==> src/rtl/dac_if_pkg.sv <==
package dac_if_pkg;

    typedef enum logic [2:0] {
        S_IDLE,
        S_ADDR,
        S_CMD,
        S_DATA,
        S_DUMMY,
        S_ACK,
        S_IGNORE
    } rx_state_t;

    // upper five address bits: fixed prefix plus strap bit tied low for four channels
    localparam logic [4:0] ADDR_HIGH   = 5'b01010;
    localparam int         CMD_CLR_BIT = 4;
    localparam int         CMD_PD_BIT  = 3;

endpackage

==> src/rtl/i2c_line_monitor.sv <==
module i2c_line_monitor #(
    parameter int SYNC_STAGES = 2
) (
    input  logic clk,
    input  logic rst,
    input  logic scl_in,
    input  logic sda_in,
    output logic scl_hi,
    output logic scl_rise,
    output logic scl_fall,
    output logic sda_bit,
    output logic start_det,
    output logic stop_det
);
    logic [SYNC_STAGES-1:0] scl_pipe;
    logic [SYNC_STAGES-1:0] sda_pipe;
    logic                   scl_q;
    logic                   sda_q;

    always_ff @(posedge clk) begin
        if (rst) begin
            scl_pipe <= '1;
            sda_pipe <= '1;
            scl_q    <= 1'b1;
            sda_q    <= 1'b1;
        end else begin
            scl_pipe <= {scl_pipe[SYNC_STAGES-2:0], scl_in};
            sda_pipe <= {sda_pipe[SYNC_STAGES-2:0], sda_in};
            scl_q    <= scl_pipe[SYNC_STAGES-1];
            sda_q    <= sda_pipe[SYNC_STAGES-1];
        end
    end

    always_comb begin
        scl_hi    = scl_pipe[SYNC_STAGES-1];
        sda_bit   = sda_pipe[SYNC_STAGES-1];
        scl_rise  = scl_hi & ~scl_q;
        scl_fall  = ~scl_hi & scl_q;
        start_det = scl_hi & scl_q & sda_q & ~sda_bit;
        stop_det  = scl_hi & scl_q & ~sda_q & sda_bit;
    end
endmodule

==> src/rtl/dac_cmd_rx.sv <==
module dac_cmd_rx
    import dac_if_pkg::*;
#(
    parameter int DW    = 8,
    parameter int SEL_W = 2
) (
    input  logic             clk,
    input  logic             rst,
    input  logic             scl_rise,
    input  logic             scl_fall,
    input  logic             sda_bit,
    input  logic             start_det,
    input  logic             stop_det,
    input  logic [1:0]       pin_addr,
    output logic             sda_oe,
    output logic             wr_en,
    output logic [SEL_W-1:0] wr_sel,
    output logic [DW-1:0]    wr_data,
    output logic             clr_all,
    output logic             commit,
    output logic             pd_cmd,
    output rx_state_t        state
);
    localparam int BCW = $clog2(DW);

    rx_state_t        st, st_n, after, after_n;
    logic [DW-2:0]    shreg;
    logic [BCW-1:0]   bitcnt;
    logic             ack_on, addressed, cmd_seen, pd_q;
    logic [SEL_W-1:0] sel_q;
    logic [DW-1:0]    byte_now;
    logic             receiving, byte_done, addr_hit;

    always_comb begin
        byte_now  = {shreg, sda_bit};
        receiving = (st == S_ADDR) || (st == S_CMD) || (st == S_DATA) || (st == S_DUMMY);
        byte_done = receiving && scl_rise && (bitcnt == BCW'(DW - 1));
        addr_hit  = (byte_now == {ADDR_HIGH, pin_addr, 1'b0});
    end

    // next state and pulse outputs
    always_comb begin
        st_n    = st;
        after_n = after;
        wr_en   = 1'b0;
        clr_all = 1'b0;
        if (start_det) begin
            st_n = S_ADDR;
        end else if (stop_det) begin
            st_n = S_IDLE;
        end else begin
            unique case (st)
                S_IDLE, S_IGNORE: ;
                S_ADDR: if (byte_done) begin
                    st_n    = addr_hit ? S_ACK : S_IGNORE;
                    after_n = S_CMD;
                end
                S_CMD: if (byte_done) begin
                    st_n    = S_ACK;
                    after_n = byte_now[CMD_CLR_BIT] ? S_DUMMY : S_DATA;
                    clr_all = byte_now[CMD_CLR_BIT];
                end
                S_DATA: if (byte_done) begin
                    st_n    = S_ACK;
                    after_n = S_CMD;
                    wr_en   = 1'b1;
                end
                S_DUMMY: if (byte_done) begin
                    st_n    = S_ACK;
                    after_n = S_CMD;
                end
                S_ACK: if (scl_fall && ack_on) st_n = after;
                default: st_n = S_IDLE;
            endcase
        end
        commit  = stop_det && addressed && cmd_seen;
        wr_data = byte_now;
        wr_sel  = sel_q;
        sda_oe  = ack_on;
        pd_cmd  = pd_q;
        state   = st;
    end

    // state register and byte datapath
    always_ff @(posedge clk) begin
        if (rst) begin
            st        <= S_IDLE;
            after     <= S_IDLE;
            shreg     <= '0;
            bitcnt    <= '0;
            ack_on    <= 1'b0;
            addressed <= 1'b0;
            cmd_seen  <= 1'b0;
            sel_q     <= '0;
            pd_q      <= 1'b0;
        end else begin
            st    <= st_n;
            after <= after_n;
            if (start_det || stop_det) begin
                bitcnt    <= '0;
                ack_on    <= 1'b0;
                addressed <= 1'b0;
                cmd_seen  <= 1'b0;
            end else begin
                if (receiving && scl_rise) begin
                    shreg  <= byte_now[DW-2:0];
                    bitcnt <= byte_done ? '0 : bitcnt + 1'b1;
                end
                if (st == S_ADDR && byte_done && addr_hit) addressed <= 1'b1;
                if (st == S_CMD && byte_done) begin
                    cmd_seen <= 1'b1;
                    sel_q    <= byte_now[SEL_W-1:0];
                    pd_q     <= byte_now[CMD_PD_BIT];
                end
                if (st == S_ACK && scl_fall) ack_on <= ~ack_on;
            end
        end
    end
endmodule

==> src/rtl/dac_latch_bank.sv <==
module dac_latch_bank #(
    parameter int NCH   = 4,
    parameter int DW    = 8,
    parameter int SEL_W = 2
) (
    input  logic                     clk,
    input  logic                     rst,
    input  logic                     wr_en,
    input  logic [SEL_W-1:0]         wr_sel,
    input  logic [DW-1:0]            wr_data,
    input  logic                     clr_all,
    input  logic                     commit,
    output logic [NCH-1:0][DW-1:0]   live
);
    logic [NCH-1:0][DW-1:0] pend;

    for (genvar g = 0; g < NCH; g++) begin : g_chan
        always_ff @(posedge clk) begin
            if (rst) begin
                pend[g] <= '0;
                live[g] <= '0;
            end else begin
                if (clr_all)
                    pend[g] <= '0;
                else if (wr_en && wr_sel == SEL_W'(g))
                    pend[g] <= wr_data;
                if (commit) live[g] <= pend[g];
            end
        end
    end
endmodule

==> src/rtl/quad_dac_i2c_if.sv <==
module quad_dac_i2c_if
    import dac_if_pkg::*;
#(
    parameter int NCH         = 4,
    parameter int DW          = 8,
    parameter int SYNC_STAGES = 2
) (
    input  logic                   clk,
    input  logic                   rst,
    input  logic                   scl_in,
    input  logic                   sda_in,
    input  logic [1:0]             pin_addr,
    output logic                   sda_oe,
    output logic                   pd_cmd,
    output logic [NCH-1:0][DW-1:0] chan_code
);
    localparam int SEL_W = $clog2(NCH);

    logic             scl_hi, scl_rise, scl_fall, sda_bit, start_det, stop_det;
    logic             wr_en, clr_all, commit;
    logic [SEL_W-1:0] wr_sel;
    logic [DW-1:0]    wr_data;
    rx_state_t        rx_state;

    i2c_line_monitor #(.SYNC_STAGES(SYNC_STAGES)) u_mon (
        .clk(clk), .rst(rst), .scl_in(scl_in), .sda_in(sda_in),
        .scl_hi(scl_hi), .scl_rise(scl_rise), .scl_fall(scl_fall),
        .sda_bit(sda_bit), .start_det(start_det), .stop_det(stop_det)
    );

    dac_cmd_rx #(.DW(DW), .SEL_W(SEL_W)) u_rx (
        .clk(clk), .rst(rst), .scl_rise(scl_rise), .scl_fall(scl_fall),
        .sda_bit(sda_bit), .start_det(start_det), .stop_det(stop_det),
        .pin_addr(pin_addr), .sda_oe(sda_oe), .wr_en(wr_en), .wr_sel(wr_sel),
        .wr_data(wr_data), .clr_all(clr_all), .commit(commit),
        .pd_cmd(pd_cmd), .state(rx_state)
    );

    dac_latch_bank #(.NCH(NCH), .DW(DW), .SEL_W(SEL_W)) u_bank (
        .clk(clk), .rst(rst), .wr_en(wr_en), .wr_sel(wr_sel), .wr_data(wr_data),
        .clr_all(clr_all), .commit(commit), .live(chan_code)
    );
endmodule

==> config.mk <==
export PLATFORM = sky130hd
export DESIGN_NAME = quad_dac_i2c_if
export DESIGN_NICKNAME = d
export VERILOG_FILES = /design/src/rtl/dac_if_pkg.sv /design/src/rtl/i2c_line_monitor.sv /design/src/rtl/dac_cmd_rx.sv /design/src/rtl/dac_latch_bank.sv /design/src/rtl/quad_dac_i2c_if.sv
export SDC_FILE = /design/constraint.sdc
export NUM_CORES = 1
export LEC_CHECK = 0
export BUFFER_PORTS_ARGS = -buffer_cell sky130_fd_sc_hd__clkbuf_2
export CELL_PAD_IN_SITES_DETAIL_PLACEMENT = 2
export CELL_PAD_IN_SITES_GLOBAL_PLACEMENT = 2
export CORE_UTILIZATION = 39
export DETAILED_ROUTE_END_ITERATION = 10
export PLACE_DENSITY_LB_ADDON = 0.2
export SYNTH_ARGS = -nofsm -noshare
export SYNTH_HDL_FRONTEND = slang
export SYNTH_SLANG_ARGS = --single-unit
==> constraint.sdc <==
create_clock -name clk -period 5.65 [get_ports clk]
set_clock_uncertainty 0.15 [all_clocks]
set_input_delay 0.8475 -clock clk [delete_from_list [all_inputs] [get_ports clk]]
set_output_delay 0.8475 -clock clk [all_outputs]
set_load 0.005 [all_outputs]
# Yosys cells after proc, flatten, opt, wreduce, memory -nomap -nowiden
# Index checks and enable logic that the tools add are counted.
# classes
n_addsub	1
multipliers	0
n_div	0
n_lt_le_gt_ge	0
eq_ne	20
shifts	0
n_mux	20
bitwise	16
n_reduce_logical	31
# op_table
cell	n
3-bit two-way mux	7
1-bit logical AND	13
3-bit == test, second input constant	4
4-bit by 1-bit inequality test with 1-bit output, second input constant	3
3-bit one-hot mux with 4 select lines	1
1-bit two-way mux	10
2-bit by 1-bit inequality test with 1-bit output, second input constant	5
1-bit inverter	9
3-bit OR reduction	3
8-bit by 7-bit == test with 1-bit output	1
4-bit AND reduction	2
1-bit bitwise AND	7
3-bit by 2-bit == test with 1-bit output, second input constant	2
3-bit one-hot mux with 2 select lines	1
2-bit OR reduction	3
5-bit AND reduction	1
2-bit == test, second input constant	2
1-bit logical OR	4
2-bit AND reduction	2
3-bit by 1-bit adder with 3-bit output, second input constant	1
3-bit by 1-bit == test with 1-bit output, second input constant	1
3-bit logical NOT	1
3-bit by 1-bit inequality test with 1-bit output, second input constant	1
2-bit by 1-bit == test with 1-bit output, second input constant	1
other kinds (3)	3
# word_totals
ff_bits	92
latch_bits	0
ramBits	0
romBits	0
inputBits	6
output_inout_bits	34
word_cells	110
mem_count	0

# Longest topological paths before layout
# Gate-level depths: netlist of the first run.
# depth
depth_word	11
ltp_mapped	7
mapped_depth_nobuf	6

# Modules after synthesis
# From an unflattened synthesis of the first run, not the netlist that was laid out.
# hier_totals
cells_unflattened	370
hier_area_um2	3826.2
# by_module_without_submodules
module	instances	cells_each	area_per_inst_um2	seq_area_each_um2
dac_latch_bank	1	224	2556.2	1281.2
dac_cmd_rx	1	130	1079.8	440.4
i2c_line_monitor	1	16	190.2	120.1

# Worst setup path before layout of the first run
# OpenSTA, ideal clock, no wires.
# synth_path
kind	reg-to-reg
startpoint	reg u_rx.bitcnt[0]
endpoint	reg u_bank.pend[0] in the netlist's numbering
setup_ps	117
arrival_ps	1632
required_time_ps	5383
setup_slack_ps	3751
stages_incl_launch_ff	8
path_buffers	1
period_less_slack_ps	1899
cell_sequence	dfxtp_1 -> ha_1 -> ha_1 -> nand4b_4 -> nor3_2 -> a21o_1 -> buf_2 -> nor2_1
# synth_between
elab_chain_cells	7
elab_cells_between_ends	12
cone_classes	eq/ne (1); mux (8); reduce/logical (3)
# synth_lines
item	line_no	rtl
start, declared	dac_cmd_rx.sv:28	logic [BCW-1:0] bitcnt;
start signal, assigned	dac_cmd_rx.sv:107	bitcnt <= byte_done ? '0 : bitcnt + 1'b1;
3-bit == test (*)	dac_cmd_rx.sv:37	byte_done = receiving && scl_rise && (bitcnt == BCW'(DW - 1));
1-bit logical AND (*)	dac_cmd_rx.sv:37	
1-bit two-way mux, on equally long branches	dac_cmd_rx.sv:58, dac_cmd_rx.sv:63	
1-bit two-way mux	dac_cmd_rx.sv:52	unique case (st)
1-bit two-way mux	dac_cmd_rx.sv:49	end else if (stop_det) begin
1-bit two-way mux	dac_cmd_rx.sv:47	if (start_det) begin
2-bit OR reduction (no source line) or 1-bit logical AND (tied branches)	n/a	
end signal, assigned by index	dac_latch_bank.sv:26	pend[g] <= wr_data;
end, declared	dac_latch_bank.sv:15	logic [NCH-1:0][DW-1:0] pend;
# Every way passes the cells marked *; elsewhere a longest branch is shown, timed or not.
# A chain may end at the register's enable or synchronous reset.

# Worst setup path in the final report of the first run
# layout_path
startpoint	reg u_rx.bitcnt[0]
endpoint	reg u_bank.pend[31] in the netlist's numbering
# Same word-level chain as after synthesis.

==> flow_summary.rst, run 1 <==
.. list-table::
   :header-rows: 1

   * - Metric
     - Value
   * - Seq cells post-synth
     - 92
   * - Compound-cell area share of the yosys netlist
     - under 10%
   * - Remaining max-slew budget at the tightest pin
     - 28.81%
   * - Most common library cell in the layout ignoring fill and taps
     - sky130_fd_sc_hd__dfxtp_1
   * - Worst Path Class, Setup
     - register to register
   * - Run status
     - complete, but fails checks
   * - Crit Path Max Fanout
     - 33
   * - Total negative slack for setup checks
     - 0 ps
   * - Clock-pin slew on the worst setup and hold paths
     - 100 ps
   * - Total I/O pin count
     - 40
   * - Antenna-violating nets left
     - 0
   * - DIE AREA
     - 0.009543 mm²
   * - Initial antenna violation count
     - 0
   * - RR Startpoint
     - u_rx.bitcnt[0]
   * - CP Launch Type
     - register
   * - Routed length per instance
     - between 15 and 20 µm
   * - Final-stage net count
     - 414
   * - Total CTS buffers
     - 9
   * - Overall Global Routing Usage
     - 20.99%
   * - Data arrival time of the critical path
     - 2840 ps
   * - Buffer count from post-CTS setup fixing
     - 0
   * - Final period util
     - 49.61%
   * - Adder-cell share of the synthesized area
     - 0.7008%
   * - First element of the critical path
     - u_rx.bitcnt[0]
   * - Post_cts resized
     - 0
   * - Gate count of the mapped netlist
     - 382
   * - Most used cells in the layout excluding fill and tap cells
     - sky130_fd_sc_hd__dfxtp_1, sky130_fd_sc_hd__nand2_1, sky130_fd_sc_hd__nor2_1
   * - Clock Tree Buf Depth
     - 2
   * - Row count
     - 34
   * - # port buffers
     - 39
   * - Power density over the cells
     - ~290 mW/mm²
   * - Fraction of layout cells with a size suffix above 1
     - ~17%
   * - Largest family of logic cells by synthesized area
     - simple AND/OR/NAND/NOR gates
   * - Final HPWL DP
     - 6.131 mm
   * - Clock latency on the worst-skew pair
     - ~360 ps
   * - Gr ovfl total
     - 0
   * - Simple-gate share of the synthesized area
     - 21.37%
   * - DRC viols
     - 6
   * - Leakage power
     - 1.754 nW
   * - First-pass GRT wire length
     - 15.59 mm
   * - Type of destination of the critical path
     - register
   * - Filler cell count
     - 977
   * - Maximum ir drop on the vdd rail
     - between 0.1 and 0.15 mV
   * - Number of global-route vias before repair
     - 3,000
   * - Min Clock Period, post-route
     - 2803 ps
   * - Clock sinks
     - 92
   * - Number of distinct library cells after synthesis
     - 46
   * - Number of iterations in the first detailed-routing pass
     - 7
   * - Portion of netlist area occupied by mux cells
     - 12.61%
   * - Count of synthesis-stage warnings from yosys
     - 0
   * - Endpoints failing hold
     - 0
   * - # setup viols final
     - 0
   * - Initial Utilization
     - 40.55%
   * - Worst Min Path Start
     - u_mon.sda_pipe[0]
   * - CTS tree
     - yes
   * - Die Width
     - 97.69 µm
   * - Total count of max-transition violations in the final report
     - 0
   * - Via count normalized by instance count
     - ~5.3
   * - Violation count after the first detailed-route iteration
     - just over 80
   * - Transition time at the pin with the least slew margin
     - 1068 ps
   * - Required time worst endpoint
     - 5690 ps
   * - Cell area after synthesis
     - around 0.0036 mm²
   * - Class of the tightest hold or removal check
     - register to register
   * - Max-cap check violation count
     - 0
   * - # H-tree levels
     - 3
   * - Achievable frequency
     - 356.8 MHz
   * - Share of async-settable or async-resettable flops after synthesis
     - 0%
   * - Overall via count from detail_route
     - 2,769
   * - Total non-filler cell area in the finished layout
     - about 0.0040 mm²
   * - Area inside the core boundary
     - 0.008806 mm²
   * - Vert. Die Dim
     - 97.69 µm
   * - Post-synth net total
     - 390
   * - Routability-driven placement congestion ratio
     - between 0.7 and 0.8
   * - Area of the multi-input gates
     - 0.001600 mm²
   * - Routed WL
     - 9.258 mm
   * - Layout-stage area growth over the synthesis result
     - 12.51%
   * - Buffer cell driving the clock tree root
     - sky130_fd_sc_hd__clkbuf_8
   * - Most instantiated flip-flop cell in the synthesis netlist
     - sky130_fd_sc_hd__dfxtp_1
   * - Portion of the post-synthesis area used by sequential elements
     - 51.58%
   * - Post-CTS Hold Buffers
     - 0
   * - Total area of sequential cells
     - 0.001842 mm²
   * - Violations in the final reports
     - DRC
   * - Post-Syn Area per Cell
     - 9.348 µm²
   * - RSZ-0062 raised after global routing
     - no
   * - Largest net degree at the start of global routing
     - 54
   * - Number of flops mapped to enable cells by yosys
     - 0
   * - Synthesized-area fraction occupied by xor and xnor cells
     - 1.472%
   * - Placed inst area
     - 0.003795 mm²
   * - Diode insertion count for antenna repair
     - 0
-- sequential cells by signal (all words and copies together) (netlist names), 2 cells and up --
| name | count |
|---|---|
| u_bank.pend | 32 |
| u_rx.bitcnt | 3 |
| u_rx.state | 3 |
| u_mon.scl_pipe | 2 |
| u_rx.shreg | 7 |
| u_rx.wr_sel | 2 |
| u_mon.sda_pipe | 2 |
| u_rx.after | 3 |
| u_bank.live | 32 |
-- where the power goes --
group	internal [W]	total, W	switching, W
clock	0.000261	0.000499	0.000238
sequential	0.000650	0.000655	0.00000531
combinational	0.00000716	0.0000235	0.0000163
total	0.000919	0.00118	0.000259
-- cell type report --
cell class,instances,area share (%)
timing repair buffer,41,5.232
multi-input combinational,260,39.83
clock buffer,10,3.426
inverter,2,0.1869
clock inverter,5,2.118
tap,108,3.363
sequential,92,45.84
-- worst max-delay path: stages (launching register included) --
cell                       delay [ps]
sky130_fd_sc_hd__dfxtp_1          380
sky130_fd_sc_hd__ha_1             190
sky130_fd_sc_hd__ha_1             250
sky130_fd_sc_hd__nand4b_4         160
sky130_fd_sc_hd__nor3_2           440
sky130_fd_sc_hd__a21o_1           890
sky130_fd_sc_hd__nor2_1           160
-- metal layers --
metal,vias up,track usage [%],wire (µm)
li1,1333,-,-
met1,1390,25.15,4181
met2,37,37.15,4693
met3,9,4.388,259
met4,0,7.110,123
met5,-,0,0
-- final timing paths --
path	end	slack (ps)	cells after the start
worst max register to register	u_bank.pend[31]	2850	6
worst max-delay path	u_bank.pend[31]	2850	6
worst min register to register	u_mon.sda_pipe[1]	280	1
worst min-delay path	u_mon.sda_pipe[1]	280	1
-- cell usage after synthesis, types with 3 or more instances --
cell / instances / area, µm²
sky130_fd_sc_hd__dfxtp_1: 92 / 1842
sky130_fd_sc_hd__nand2_1: 68 / 255.2
sky130_fd_sc_hd__nor2_1: 47 / 176.4
sky130_fd_sc_hd__mux2i_1: 45 / 450.4
sky130_fd_sc_hd__a21oi_1: 36 / 180.2
sky130_fd_sc_hd__buf_2: 16 / 80.08
sky130_fd_sc_hd__clkbuf_1: 10 / 37.54
sky130_fd_sc_hd__or2_2: 7 / 43.79
sky130_fd_sc_hd__nand4b_1: 4 / 35.03
sky130_fd_sc_hd__nor2b_1: 4 / 25.02
sky130_fd_sc_hd__xor2_1: 4 / 35.03
sky130_fd_sc_hd__o21ai_0: 3 / 15.01
-- kinds of logic after synthesis --
family | Yosys count
and+or+nand+nor | 155
DFF | 92
AOI/OAI and AO/OA | 52
muxes | 45
buffers and inverters | 30
xor gates and xnor gates | 6
adders and majority gates | 2
-- metrics by stage --
stage	worst slack (ps)	instances	total power, W	hold slack (ps)	util [%]
global placement	2950	503	0.0006934	250.0	43.09
detailed placement	2918	503	0.0006941	253.2	43.09
finish	2847	518	0.001178	277.9	45.62
global route	2608	518	0.001222	288.7	45.62
floorplan	3751	382	0.0006864	239.5	-
CTS	2784	518	0.001193	278.7	45.62
No activity file was read; power rests on OpenSTA's default activity.
==> run 2, diff against run 1 <==
- CORE_UTILIZATION: 39 -> 36
- clock period: 5.65 -> 2.8 ns (I/O delays scaled with it)
==> flow_summary.rst, run 2 (synthesis gave the netlist of run 1 again) <==
.. list-table::
   :header-rows: 1

   * - Metric
     - Value
   * - Switching Share
     - 24.85% (+2.8 points)
   * - # H-tree levels
     - 3 (unchanged)
   * - Final HPWL DP
     - 6.317 mm (+3.0%)
   * - Die Width
     - 101.6 µm (+4.0%)
   * - Total non-filler cell area in the finished layout
     - 0.004093 mm² (+1.9%)
   * - Required time worst endpoint
     - 2930 ps (-2760 ps)
   * - First element of the critical path
     - u_rx.bitcnt[0]
   * - Part of the power in registers
     - 58.8% (+3.2 points)
   * - Crit-path cells
     - ha_1 -> ha_1 -> and4b_1 -> nand4b_1 -> mux2i_1 -> nor2_1
   * - Total Power Consumption
     - 0.002246 W (+91%)
   * - Max-cap check violation count
     - 0 (unchanged)
   * - Fraction of layout cells with a size suffix above 1
     - 19.00% (+1.9 points)
   * - Worst R2R Path Depth
     - 6 (unchanged)
   * - Post_cts resized
     - 0 (unchanged)
   * - Overall Global Routing Usage
     - 19.52% (-1.5 points)
   * - Clock sinks
     - 92 (unchanged)
   * - Utilization after layout
     - 43.47% (-2.2 points)
   * - Gr ovfl total
     - 0 (unchanged)
   * - Vert. Die Dim
     - 101.6 µm (+4.0%)
   * - Longest individual stage delay on the worst path
     - 530 ps (-360 ps)
   * - Buffer cell driving the clock tree root
     - sky130_fd_sc_hd__clkbuf_8
   * - Most repeated library cell on the critical path
     - sky130_fd_sc_hd__ha_1
   * - Run status
     - complete, no violations
   * - Row count
     - 35 (+2.9%)
   * - Number of iterations in the first detailed-routing pass
     - 4 (-3)
   * - Largest registers in the final layout
     - u_bank.live (32), u_bank.pend (32), u_rx.shreg (7)
   * - Number of global-route vias before repair
     - 2,996 (-0.13%)
   * - Power density over the cells
     - 548.9 mW/mm² (+87%)
   * - Diode insertion count for antenna repair
     - 0 (unchanged)
   * - Reg2Reg Setup Slack
     - 540 ps (-2310 ps)
   * - CP Launch Type
     - register
   * - DRC viols
     - 0 (-6)
   * - Via count normalized by instance count
     - 5.060 (-5.3%)
   * - Max stage delay cell, worst path
     - sky130_fd_sc_hd__nand4b_1
   * - Most Crowded Layer GR
     - met2
   * - Most used cells in the layout excluding fill and tap cells
     - sky130_fd_sc_hd__dfxtp_1, sky130_fd_sc_hd__nand2_1, sky130_fd_sc_hd__nor2_1
   * - Number of stages on the worst setup path
     - 6 (unchanged)
   * - Endpoints failing hold
     - 0 (unchanged)
   * - Maximum ir drop on the vdd rail
     - 0.2173 mV (+58%)
   * - Routability-driven placement congestion ratio
     - 0.8049 (+6.3%)
   * - Routed WL
     - 9.223 mm (-0.38%)
   * - Class of the tightest hold or removal check
     - input port to register
   * - Worst Path Class, Setup
     - register to register
   * - Total I/O pin count
     - 40 (unchanged)
   * - Min Clock Period, post-route
     - 2258 ps (-544.4 ps)
   * - Total negative slack for setup checks
     - 0 ps (unchanged)
   * - DIE AREA
     - 0.01032 mm² (+8.2%)
   * - Layout-stage area growth over the synthesis result
     - 14.61%
   * - Post-CTS Hold Buffers
     - 0 (unchanged)
   * - Violation count after the first detailed-route iteration
     - 69 (-16%)
   * - CTS tree
     - yes
   * - Final-stage net count
     - 424 (+2.4%)
   * - Area inside the core boundary
     - 0.009415 mm² (+6.9%)
   * - First-pass GRT wire length
     - 15.13 mm (-3.0%)
   * - # setup viols final
     - 0 (unchanged)
   * - Top delay family on crit path
     - simple AND/OR/NAND/NOR gates
   * - CP Buf/Inv Count
     - 0 (unchanged)
   * - Destination of the worst register-to-register timing path
     - u_bank.pend[13]
   * - RSZ-0062 raised after global routing
     - no
   * - Antenna-violating nets left
     - 0 (unchanged)
   * - RR Startpoint
     - u_rx.bitcnt[0]
   * - Clock-pin slew on the worst setup and hold paths
     - 100 ps (about the same)
   * - Clock group share of total power
     - 38.7% (-3.7 points)
   * - GR met3 Demand/Resource
     - 4.210% (-0.18 points)
   * - Largest net degree at the start of global routing
     - 33 (-39%)
   * - Data arrival time of the critical path
     - 2380 ps (-460 ps)
   * - Achievable frequency
     - 442.8 MHz (+24%)
   * - # port buffers
     - 39 (unchanged)
   * - Crit path capture
     - u_bank.pend[13]
   * - Total count of max-transition violations in the final report
     - 0 (unchanged)
   * - Total CTS buffers
     - 9 (unchanged)
   * - Crit Path Max Fanout
     - 8 (-76%)
   * - Combinational power share
     - 2.5% (+0.5 points)
   * - Buffer count from post-CTS setup fixing
     - 0 (unchanged)
   * - WHS Path Cells
     - 2 (+1)
   * - Internal portion of total power
     - 0.001688 W (+84%)
   * - Leakage power
     - 1.788 nW (+2.0%)
   * - Routed length per instance
     - 16.77 µm (-6.2%)
   * - Placed inst area
     - 0.003909 mm² (+3.0%)
   * - Transition time at the pin with the least slew margin
     - 786.8 ps (-281.1 ps)
   * - Overall via count from detail_route
     - 2,783 (+0.51%)
   * - Power spent charging and discharging nets
     - 0.0005582 W (+120%)
   * - GR Layer Usage met2
     - 33.21% (-3.9 points)
   * - Final period util
     - 80.66% (+31 points)
   * - Initial Utilization
     - 37.93% (-2.6 points)
   * - Type of destination of the critical path
     - register
   * - Most common library cell in the layout ignoring fill and taps
     - sky130_fd_sc_hd__dfxtp_1
   * - Initial antenna violation count
     - 0 (unchanged)
   * - Remaining max-slew budget at the tightest pin
     - 47.30% (+18 points)
   * - Clock Tree Buf Depth
     - 2 (unchanged)
   * - Clock latency on the worst-skew pair
     - 380 ps (+20 ps)
   * - Global-route track usage on met1
     - 24.36% (-0.79 points)
run 2: cell types whose count changed in the layout (fill, tap and decap cells not counted), sizes merged:
cell,delta
buf,+10
bufinv,-2
clkbuf,+1
clkinv,+1
inv,+1
run 2: routing by layer:
metal / wire length (µm) / part of all wire [%] / vias up
li1: - / - / 1351
met1: 4360 / 47 / 1386
met2: 4517 / 49 / 34
met3: 221 / 2.4 / 12
met4: 124 / 1.3 / 0
met5: 0 / 0 / -
run 2: layout make-up:
type | count | area (µm²)
Multi-Input combinational cell | 260 | 1600
Timing Repair Buffer | 51 | 297.8
Inverter | 2 | 7.507
Fill cell | 1067 | 5323
Sequential cell | 92 | 1842
Clock inverter | 5 | 42.54
Tap cell | 129 | 161.4
Clock buffer | 11 | 141.4
run 2: how the worst min path moves through the flow:
stage                       from                 to  slack, ps
2_1_floorplan  u_mon.scl_pipe[0]  u_mon.scl_pipe[1]        240
3_3_place_gp   u_mon.scl_pipe[0]  u_mon.scl_pipe[1]        260
3_5_place_dp   u_mon.scl_pipe[0]  u_mon.scl_pipe[1]        250
4_1_cts                   sda_in  u_mon.sda_pipe[0]         60
5_1_grt                   scl_in  u_mon.scl_pipe[0]         70
6_report                  sda_in  u_mon.sda_pipe[0]         70
run 2: power by group through the flow:
stage	Sequential (W)	Combinational, W	Clock (W)
floorplan	0.00134	0.0000405	0
global placement	0.00135	0.0000550	0
detailed placement	0.00135	0.0000564	0
CTS	0.00132	0.0000570	0.000894
global route	0.00132	0.0000620	0.000944
finish	0.00132	0.0000557	0.000870
run 2: worst reg2reg max path: cells and delay by family, from the launching register on:
kind	cells	cell delay, ps
adders and majority gates	2	410
DFF	1	370
muxes	1	340
and+or+nand+nor	3	890
run 2: per-stage QoR:
stage               hold slack [ps]  instances  worst slack, ps
floorplan                     239.5        382            900.9
global placement              256.5        534            601.2
detailed placement            253.9        534            513.9
CTS                           56.25        550            479.3
global route                  67.44        550            368.8
finish                        68.39        550            541.6
